**config.mk**
```make
export PLATFORM = sky130hd
export DESIGN_NAME = pkt_ring
export DESIGN_NICKNAME = d
export VERILOG_FILES = /design/src/rtl/pkt_ring_pkg.sv /design/src/rtl/pkt_ring_alloc.sv /design/src/rtl/pkt_ring_retire.sv /design/src/rtl/pkt_ring_slots.sv /design/src/rtl/pkt_ring.sv
export SDC_FILE = /design/constraint.sdc
export NUM_CORES = 2
export LEC_CHECK = 0
export BUFFER_PORTS_ARGS = -buffer_cell sky130_fd_sc_hd__buf_2
export CAP_MARGIN = 5
export CORE_MARGIN = 8
export CORE_UTILIZATION = 50
export DETAILED_ROUTE_END_ITERATION = 6
export GPL_TIMING_DRIVEN = 0
export HOLD_SLACK_MARGIN = 0.03
export PLACE_DENSITY = 0.66
export SLEW_MARGIN = 0
export SYNTH_ARGS = -nofsm -noshare
export SYNTH_HDL_FRONTEND = slang
export SYNTH_HIERARCHICAL = 1
export SYNTH_SLANG_ARGS = --single-unit
```
**constraint.sdc**
```tcl
create_clock -name clk -period 18.1 [get_ports clk]
set_input_delay 0.905 -clock clk [delete_from_list [all_inputs] [get_ports clk]]
set_output_delay 0.905 -clock clk [all_outputs]
set_load 0.03 [all_outputs]
```
**src/rtl/pkt_ring_pkg.sv**
```systemverilog
package pkt_ring_pkg;

   typedef struct packed {
      logic moved;
      logic err;
   } cmpl_resp_t;

   function automatic bit is_pow2(input int unsigned v);
      return (v != 0) && ((v & (v - 1)) == 0);
   endfunction

endpackage

```
**src/rtl/pkt_ring_alloc.sv**
```systemverilog
module pkt_ring_alloc #(
   parameter int DEPTH = 16,
   parameter int SLOTW = $clog2(DEPTH),
   parameter int CNTW  = SLOTW + 1
) (
   input  logic            clk,
   input  logic            rst_n,
   input  logic            req,
   input  logic [CNTW-1:0] num,
   input  logic [CNTW-1:0] rd_idx,
   output logic [CNTW-1:0] grant,
   output logic [CNTW-1:0] wr_idx,
   output logic [CNTW-1:0] free_cnt
);
   localparam logic [CNTW-1:0] FULL = CNTW'(DEPTH);

   logic [CNTW-1:0] wr_q;
   logic [CNTW-1:0] occ;

   assign occ      = wr_q - rd_idx;
   assign free_cnt = FULL - occ;
   assign grant    = !req ? '0 : ((num > free_cnt) ? free_cnt : num);
   assign wr_idx   = wr_q;

   always_ff @(posedge clk) begin
      if (!rst_n) wr_q <= '0;
      else        wr_q <= wr_q + grant;
   end


   grant_bound_chk: assert property (@(posedge clk) disable iff (!rst_n)
      (grant <= free_cnt) && (grant <= num || !req));

   zero_req_chk: assert property (@(posedge clk) disable iff (!rst_n)
      (req && num == '0) |=> $stable(wr_q));

   occ_limit_chk: assert property (@(posedge clk) disable iff (!rst_n)
      occ <= FULL);

endmodule

```
**src/rtl/pkt_ring_retire.sv**
```systemverilog
module pkt_ring_retire
   import pkt_ring_pkg::*;
#(
   parameter int DEPTH = 16,
   parameter int SLOTW = $clog2(DEPTH),
   parameter int CNTW  = SLOTW + 1
) (
   input  logic             clk,
   input  logic             rst_n,
   input  logic             cmpl_valid,
   input  logic [SLOTW-1:0] cmpl_slot,
   input  logic [CNTW-1:0]  disp_idx,
   output logic [CNTW-1:0]  rd_idx,
   output logic [DEPTH-1:0] clr_mask,
   output cmpl_resp_t       resp
);
   logic [DEPTH-1:0] done_q;
   logic [DEPTH-1:0] done_eff;
   logic [CNTW-1:0]  rd_q;
   logic [CNTW-1:0]  inflight;
   logic [CNTW-1:0]  run_len;
   logic [SLOTW-1:0] offs;
   logic [SLOTW-1:0] probe;
   logic             in_win;
   logic             hit;
   logic             cont;
   cmpl_resp_t       resp_q;

   assign inflight = disp_idx - rd_q;
   assign offs     = cmpl_slot - rd_q[SLOTW-1:0];
   assign in_win   = CNTW'(offs) < inflight;
   assign hit      = cmpl_valid && in_win;

   always_comb begin
      done_eff = done_q;
      if (hit) done_eff[cmpl_slot] = 1'b1;
      clr_mask = '0;
      run_len  = '0;
      cont     = hit;
      probe    = '0;
      for (int i = 0; i < DEPTH; i++) begin
         probe = rd_q[SLOTW-1:0] + SLOTW'(i);
         if (cont && done_eff[probe]) begin
            clr_mask[probe] = 1'b1;
            run_len         = run_len + 1'b1;
         end else begin
            cont = 1'b0;
         end
      end
   end

   always_ff @(posedge clk) begin
      if (!rst_n) begin
         done_q <= '0;
         rd_q   <= '0;
         resp_q <= '0;
      end else begin
         done_q       <= done_eff & ~clr_mask;
         rd_q         <= rd_q + run_len;
         resp_q.moved <= (run_len != '0);
         resp_q.err   <= cmpl_valid && !in_win;
      end
   end

   assign rd_idx = rd_q;
   assign resp   = resp_q;


   stray_cmpl_chk: assert property (@(posedge clk) disable iff (!rst_n)
      (cmpl_valid && !in_win) |=> (resp_q.err && !resp_q.moved && $stable(rd_q)));

   moved_tracks_chk: assert property (@(posedge clk) disable iff (!rst_n)
      resp_q.moved |-> (rd_q != $past(rd_q)));

   no_cmpl_hold_chk: assert property (@(posedge clk) disable iff (!rst_n)
      !cmpl_valid |=> $stable(rd_q));

   rd_behind_disp_chk: assert property (@(posedge clk) disable iff (!rst_n)
      inflight <= CNTW'(DEPTH));

endmodule

```
**src/rtl/pkt_ring_slots.sv**
```systemverilog
module pkt_ring_slots #(
   parameter int             DEPTH       = 16,
   parameter int             SLOTW       = $clog2(DEPTH),
   parameter int             HDR_W       = 8,
   parameter int             ADDR_W      = 48,
   parameter logic [HDR_W-1:0] INVALID_HDR = HDR_W'(1)
) (
   input  logic              clk,
   input  logic              rst_n,
   input  logic              wr_en,
   input  logic [SLOTW-1:0]  wr_slot,
   input  logic [HDR_W-1:0]  wr_type,
   input  logic [ADDR_W-1:0] wr_addr,
   input  logic [DEPTH-1:0]  clr_mask,
   input  logic [SLOTW-1:0]  rd_slot,
   output logic [HDR_W-1:0]  rd_type,
   output logic [ADDR_W-1:0] rd_addr
);
   logic [DEPTH-1:0][HDR_W-1:0]  hdr_all;
   logic [DEPTH-1:0][ADDR_W-1:0] adr_all;

   for (genvar g = 0; g < DEPTH; g++) begin : g_slot
      logic [HDR_W-1:0]  hdr;
      logic [ADDR_W-1:0] adr;
      logic              sel;

      assign sel = wr_en && (wr_slot == SLOTW'(g));

      always_ff @(posedge clk) begin
         if (!rst_n) begin
            hdr <= INVALID_HDR;
            adr <= '0;
         end else if (sel) begin
            hdr <= wr_type;
            adr <= wr_addr;
         end else if (clr_mask[g]) begin
            hdr <= INVALID_HDR;
         end
      end

      assign hdr_all[g] = hdr;
      assign adr_all[g] = adr;


      retire_inval_chk: assert property (@(posedge clk) disable iff (!rst_n)
         (clr_mask[g] && !sel) |=> (hdr == INVALID_HDR));
   end

   assign rd_type = hdr_all[rd_slot];
   assign rd_addr = adr_all[rd_slot];

endmodule

```
**src/rtl/pkt_ring.sv**
```systemverilog
module pkt_ring
   import pkt_ring_pkg::*;
#(
   parameter int               DEPTH       = 16,
   parameter int               HDR_W       = 8,
   parameter int               ADDR_W      = 48,
   parameter logic [HDR_W-1:0] INVALID_HDR = HDR_W'(1),
   localparam int              SLOTW       = $clog2(DEPTH),
   localparam int              CNTW        = SLOTW + 1
) (
   input  logic              clk,
   input  logic              rst_n,
   input  logic              alloc_req,
   input  logic [CNTW-1:0]   alloc_num,
   output logic [CNTW-1:0]   alloc_grant,
   output logic [SLOTW-1:0]  alloc_base,
   output logic [CNTW-1:0]   free_cnt,
   input  logic              fill_valid,
   input  logic [SLOTW-1:0]  fill_slot,
   input  logic [HDR_W-1:0]  fill_type,
   input  logic [ADDR_W-1:0] fill_addr,
   output logic              disp_pending,
   input  logic              disp_accept,
   output logic [SLOTW-1:0]  disp_slot,
   output logic [HDR_W-1:0]  disp_type,
   output logic [ADDR_W-1:0] disp_addr,
   input  logic              cmpl_valid,
   input  logic [SLOTW-1:0]  cmpl_slot,
   output logic              cmpl_moved,
   output logic              cmpl_err,
   output logic [CNTW-1:0]   rd_idx,
   output logic [CNTW-1:0]   wr_idx,
   output logic [CNTW-1:0]   disp_idx
);
   if (!is_pow2(DEPTH) || DEPTH < 2) begin : g_bad_depth
      $error("pkt_ring: DEPTH must be a power of two, at least 2");
   end
   if (HDR_W < 1 || ADDR_W < 1) begin : g_bad_width
      $error("pkt_ring: header and address widths must be positive");
   end

   logic [CNTW-1:0]  wr_w;
   logic [CNTW-1:0]  rd_w;
   logic [CNTW-1:0]  disp_q;
   logic [DEPTH-1:0] clr_w;
   cmpl_resp_t       resp_w;

   pkt_ring_alloc #(.DEPTH(DEPTH), .SLOTW(SLOTW), .CNTW(CNTW)) u_alloc (
      .clk      (clk),
      .rst_n    (rst_n),
      .req      (alloc_req),
      .num      (alloc_num),
      .rd_idx   (rd_w),
      .grant    (alloc_grant),
      .wr_idx   (wr_w),
      .free_cnt (free_cnt)
   );

   pkt_ring_retire #(.DEPTH(DEPTH), .SLOTW(SLOTW), .CNTW(CNTW)) u_retire (
      .clk        (clk),
      .rst_n      (rst_n),
      .cmpl_valid (cmpl_valid),
      .cmpl_slot  (cmpl_slot),
      .disp_idx   (disp_q),
      .rd_idx     (rd_w),
      .clr_mask   (clr_w),
      .resp       (resp_w)
   );

   pkt_ring_slots #(
      .DEPTH(DEPTH), .SLOTW(SLOTW), .HDR_W(HDR_W),
      .ADDR_W(ADDR_W), .INVALID_HDR(INVALID_HDR)
   ) u_slots (
      .clk      (clk),
      .rst_n    (rst_n),
      .wr_en    (fill_valid),
      .wr_slot  (fill_slot),
      .wr_type  (fill_type),
      .wr_addr  (fill_addr),
      .clr_mask (clr_w),
      .rd_slot  (disp_q[SLOTW-1:0]),
      .rd_type  (disp_type),
      .rd_addr  (disp_addr)
   );

   assign disp_pending = (disp_q != wr_w);

   always_ff @(posedge clk) begin
      if (!rst_n)                          disp_q <= '0;
      else if (disp_accept && disp_pending) disp_q <= disp_q + 1'b1;
   end

   assign alloc_base = wr_w[SLOTW-1:0];
   assign disp_slot  = disp_q[SLOTW-1:0];
   assign disp_idx   = disp_q;
   assign rd_idx     = rd_w;
   assign wr_idx     = wr_w;
   assign cmpl_moved = resp_w.moved;
   assign cmpl_err   = resp_w.err;


   accept_idle_chk: assert property (@(posedge clk) disable iff (!rst_n)
      (disp_accept && !disp_pending) |=> $stable(disp_q));

   index_order_chk: assert property (@(posedge clk) disable iff (!rst_n)
      (wr_w - disp_q) <= (wr_w - rd_w));

   resp_excl_chk: assert property (@(posedge clk) disable iff (!rst_n)
      $countones({cmpl_moved, cmpl_err}) <= 1);

endmodule

```
==> impl_metrics.py <==
metrics = {
    "outcome": {
        "outcome": "finished, violations left",
        "failed_checks": "capacitance limit, slew limit",
    },
    "routing": {
        "wl_per_cell_um": 29.9,
        "via_per_inst": 6.81,
        "drt_first_iter_violations": 7643,
        "num_vias": 52200,
        "totalWireLength_um": 229000,
        "firstDrtPassIters": 7,
        "drc": 0,
        "postRouteAntennaNets": 0,
    },
    "timing": {
        "fin_tns_setup_ns": 0,
        "drv_slew": 5,
        "hold_ws_ns": 0.472,
        "period_share_pct": 94.0,
        "max_slew_margin_pct": -2.67,
        "finalSetupViolCount": 0,
        "rsz0062_at_grt": "false",
        "skew_ns": 0.0520,
        "final_hold_viol_count": 0,
        "fmax_mhz": 58.8,
        "period_needed_ns": 17.01,
        "worst_slew_pin_slew_ns": 1.53,
    },
    "finish": {
        "nets": 6319,
        "drive_gt1_share_pct": 12.9,
        "layout-area-overhead-vs-synth_pct": 11.6,
    },
    "power_and_ir_drop": {
        "cellLeakagePower_nw": 19.2,
        "power.density_nw_per_um2": 93.5,
        "peakVddDrop_mv": 0.0996,
    },
    "setup_path": {
        "cp_max_fo": 18,
        "startpoint_type": "register",
        "crit_required_ns": 18.70,
        "end_kind": "register",
        "arrival_ns": 17.62,
        "crit_top_cell": "ha_1",
        "rr_startpoint": "u_retire/rd_idx[1]",
        "crit_type": "register to register",
        "slowest_stage": "a2111oi_1",
        "critPathMaxStageDelay_ns": 0.81,
        "startpoint": "u_retire/rd_idx[1]",
    },
    "synth": {
        "synth_edf_count": 0,
        "ys_top_cells_by_area": "dfxtp_1, mux4_2, o21ai_0, nand3_1, a21boi_0",
        "synthDistinctLibCells": 97,
        "synth_area_leader_cell": "dfxtp_1",
        "synthesis.nets": 6095,
        "async_reset_ff_share_pct": 0,
        "ys_warn_count": 6,
        "synth_area_um2": 51700,
        "netlist.area_leader.share_pct": 36.0,
        "synth_flop_cell": "dfxtp_1",
        "synthCells": 5959,
        "ys_seq_elements": 929,
        "yosysSeqAreaShare_pct": 36.0,
        "synth.avg_cell_area_um2": 8.68,
    },
    "die": {
        "die_h_um": 338,
        "fp.dieArea_um2": 114000,
        "num_rows": 118,
        "die_w_um": 338,
        "coreArea_um2": 103000,
        "initial_utilization_pct": 50.2,
        "io_pins": 167,
    },
    "global_routing": {
        "grt_usage_pct": 38.8,
        "antenna_found_initial": 14,
        "grt_max_degree": 19,
        "grt_pass1_wl_um": 333000,
        "grt-ovfl-total": 0,
        "grt_pass1_vias": 49400,
    },
    "placement": {
        "port_buffers": 109,
        "place_congestion": 0.984,
        "place_hpwl_um": 170000,
    },
    "clocking": {
        "clkSinkCount": 929,
        "clk_pin_slew_ns": 0.06,
        "cts_hold_buf": 0,
        "cts_tree": "yes",
        "cts_made_buffers": 104,
        "clockBufferDepth": 3,
        "cts_root_buffer": "clkbuf_16",
        "htree_levels": 3,
        "clkLatencyLatePin_ns": 0.72,
    },
    "job": {
        "max_cap_violations": 1,
    },
    "hold_path": {
        "hp-start": "u_slots/g_slot[6].adr[45]",
        "hp-class": "register to register",
    },
}
state kept, by name, indices dropped and copies added, names as in the netlist:
register,cells
u_retire/rd_idx,5
u_retire/done_q,16
u_slots/g_slot.hdr,128
u_slots/g_slot.adr,768
disp_idx,5
u_alloc/wr_idx,5
u_retire/resp,2
layout make-up:
cell class | instances | area [um^2]
diodes | 16 | 40.0
flip-flops and latches | 929 | 18600
inverters | 47 | 180
repair buffers | 118 | 651
clock buffers | 144 | 3000
clock inverters | 46 | 539
multi-input cells | 4223 | 29600
plain buffers | 760 | 3350
well taps | 1380 | 1730
fillers | 9707 | 45400
synthesized netlist by cell type (9+ instances only):
library cell	instances
o21ai_0	970
dfxtp_1	929
nand3_1	925
a21boi_0	556
clkbuf_1	513
a21boi_1	334
mux4_2	238
nand2_1	214
buf_2	177
a22oi_1	136
nor2b_1	132
nor2_1	125
a21oi_1	70
ha_1	56
xnor2_1	46
inv_1	44
buf_4	38
a211oi_1	37
a32oi_1	29
nor3_1	29
and2_1	27
xor2_1	20
o211ai_1	19
buf_6	17
a221oi_1	15
buf_1	15
a21o_1	14
mux2i_1	13
and3_1	12
nand2b_1	12
o22ai_1	12
a31oi_1	11
o21a_1	10
a32o_1	9
timing repair:
action | 4_1_cts | 5_1_grt
setup endpoints to repair | 0 | 5
gates resized for setup | 0 | 4
buffers inserted | 0 | 0
placed cells by master (no fill, tap or decap), types with 16 or more instances in the layout:
| cell | count |
|---|---|
| o21ai_0 | 969 |
| dfxtp_1 | 929 |
| nand3_1 | 925 |
| a21boi_0 | 556 |
| clkbuf_1 | 525 |
| a21boi_1 | 334 |
| buf_2 | 288 |
| mux4_2 | 238 |
| nand2_1 | 214 |
| a22oi_1 | 136 |
| nor2b_1 | 132 |
| nor2_1 | 125 |
| clkbuf_16 | 104 |
| a21oi_1 | 70 |
| ha_1 | 56 |
| xnor2_1 | 46 |
| inv_1 | 44 |
| buf_4 | 41 |
| a211oi_1 | 37 |
| nor3_1 | 29 |
| a32oi_1 | 29 |
| and2_1 | 27 |
| clkbuf_8 | 25 |
| clkinv_2 | 23 |
| xor2_1 | 20 |
| o211ai_1 | 19 |
| buf_6 | 17 |
| diode_2 | 16 |
path summary, 6_finish.rpt:
check                                    to  slack [ns]  depth (start not counted)
setup / recovery         u_retire/rd_idx[4]        1.09                         68
hold reg to reg   u_slots/g_slot[6].adr[45]        0.47                          2
setup reg to reg         u_retire/rd_idx[4]        1.09                         68
hold / removal    u_slots/g_slot[6].adr[45]        0.47                          2
cell families (layout without fill, tap and decap cells):
kind of cell / count (synthesis) / in the layout / synth area share (%)
xor gates and xnor gates: 75 / 75 / 1.46
and+or+nand+nor: 1534 / 1534 / 14.8
other: 0 / 16 / 0
adders and majority gates: 63 / 63 / 1.59
DFF: 929 / 929 / 36.0
AOI/OAI and AO/OA: 2290 / 2290 / 28.5
muxes: 261 / 261 / 10.9
buffers and inverters: 807 / 1115 / 6.81
power breakdown:
part / internal (mW) / total (mW) / switching [mW]
clock network: 1.28 / 2.21 / 0.932
registers: 2.08 / 2.10 / 0.0272
logic: 0.352 / 1.08 / 0.726
total: 3.71 / 5.39 / 1.69
metrics by stage:
step	area (um^2)	total power [mW]	worst slack, ns	util (%)	std cells
floorplan	51700	2.84	3.85	-	5959
CTS	57600	5.37	0.702	55.9	7646
finish	57700	5.39	1.09	56.0	7663
global route	57600	5.53	0.0361	55.9	7649
global placement	54000	3.18	0.748	52.4	7448
detailed placement	54100	3.19	0.790	52.5	7456
routing by layer:
layer  vias to the layer above  GRT usage (%)  part of all wire, %
met5                         -         0.0425                0.011
met2                      3574           59.1                   44
met3                       889           8.79                   11
met1                     25400           47.8                   37
met4                         4           29.4                  9.0
li1                      22300              -                    -
critical path, delay by kind of cell (launching register included):
kind,cells,cell delay [ns]
flip-flops,1,0.64
adder cells (fa/ha/maj),17,5.67
AND/OR/NAND/NOR,14,1.45
AO/OA/AOI/OAI,17,3.65
XOR/XNOR,4,0.74
multiplexers,9,2.11
buffers and inverters,7,2.63
(Power assumes the default switching activity.)
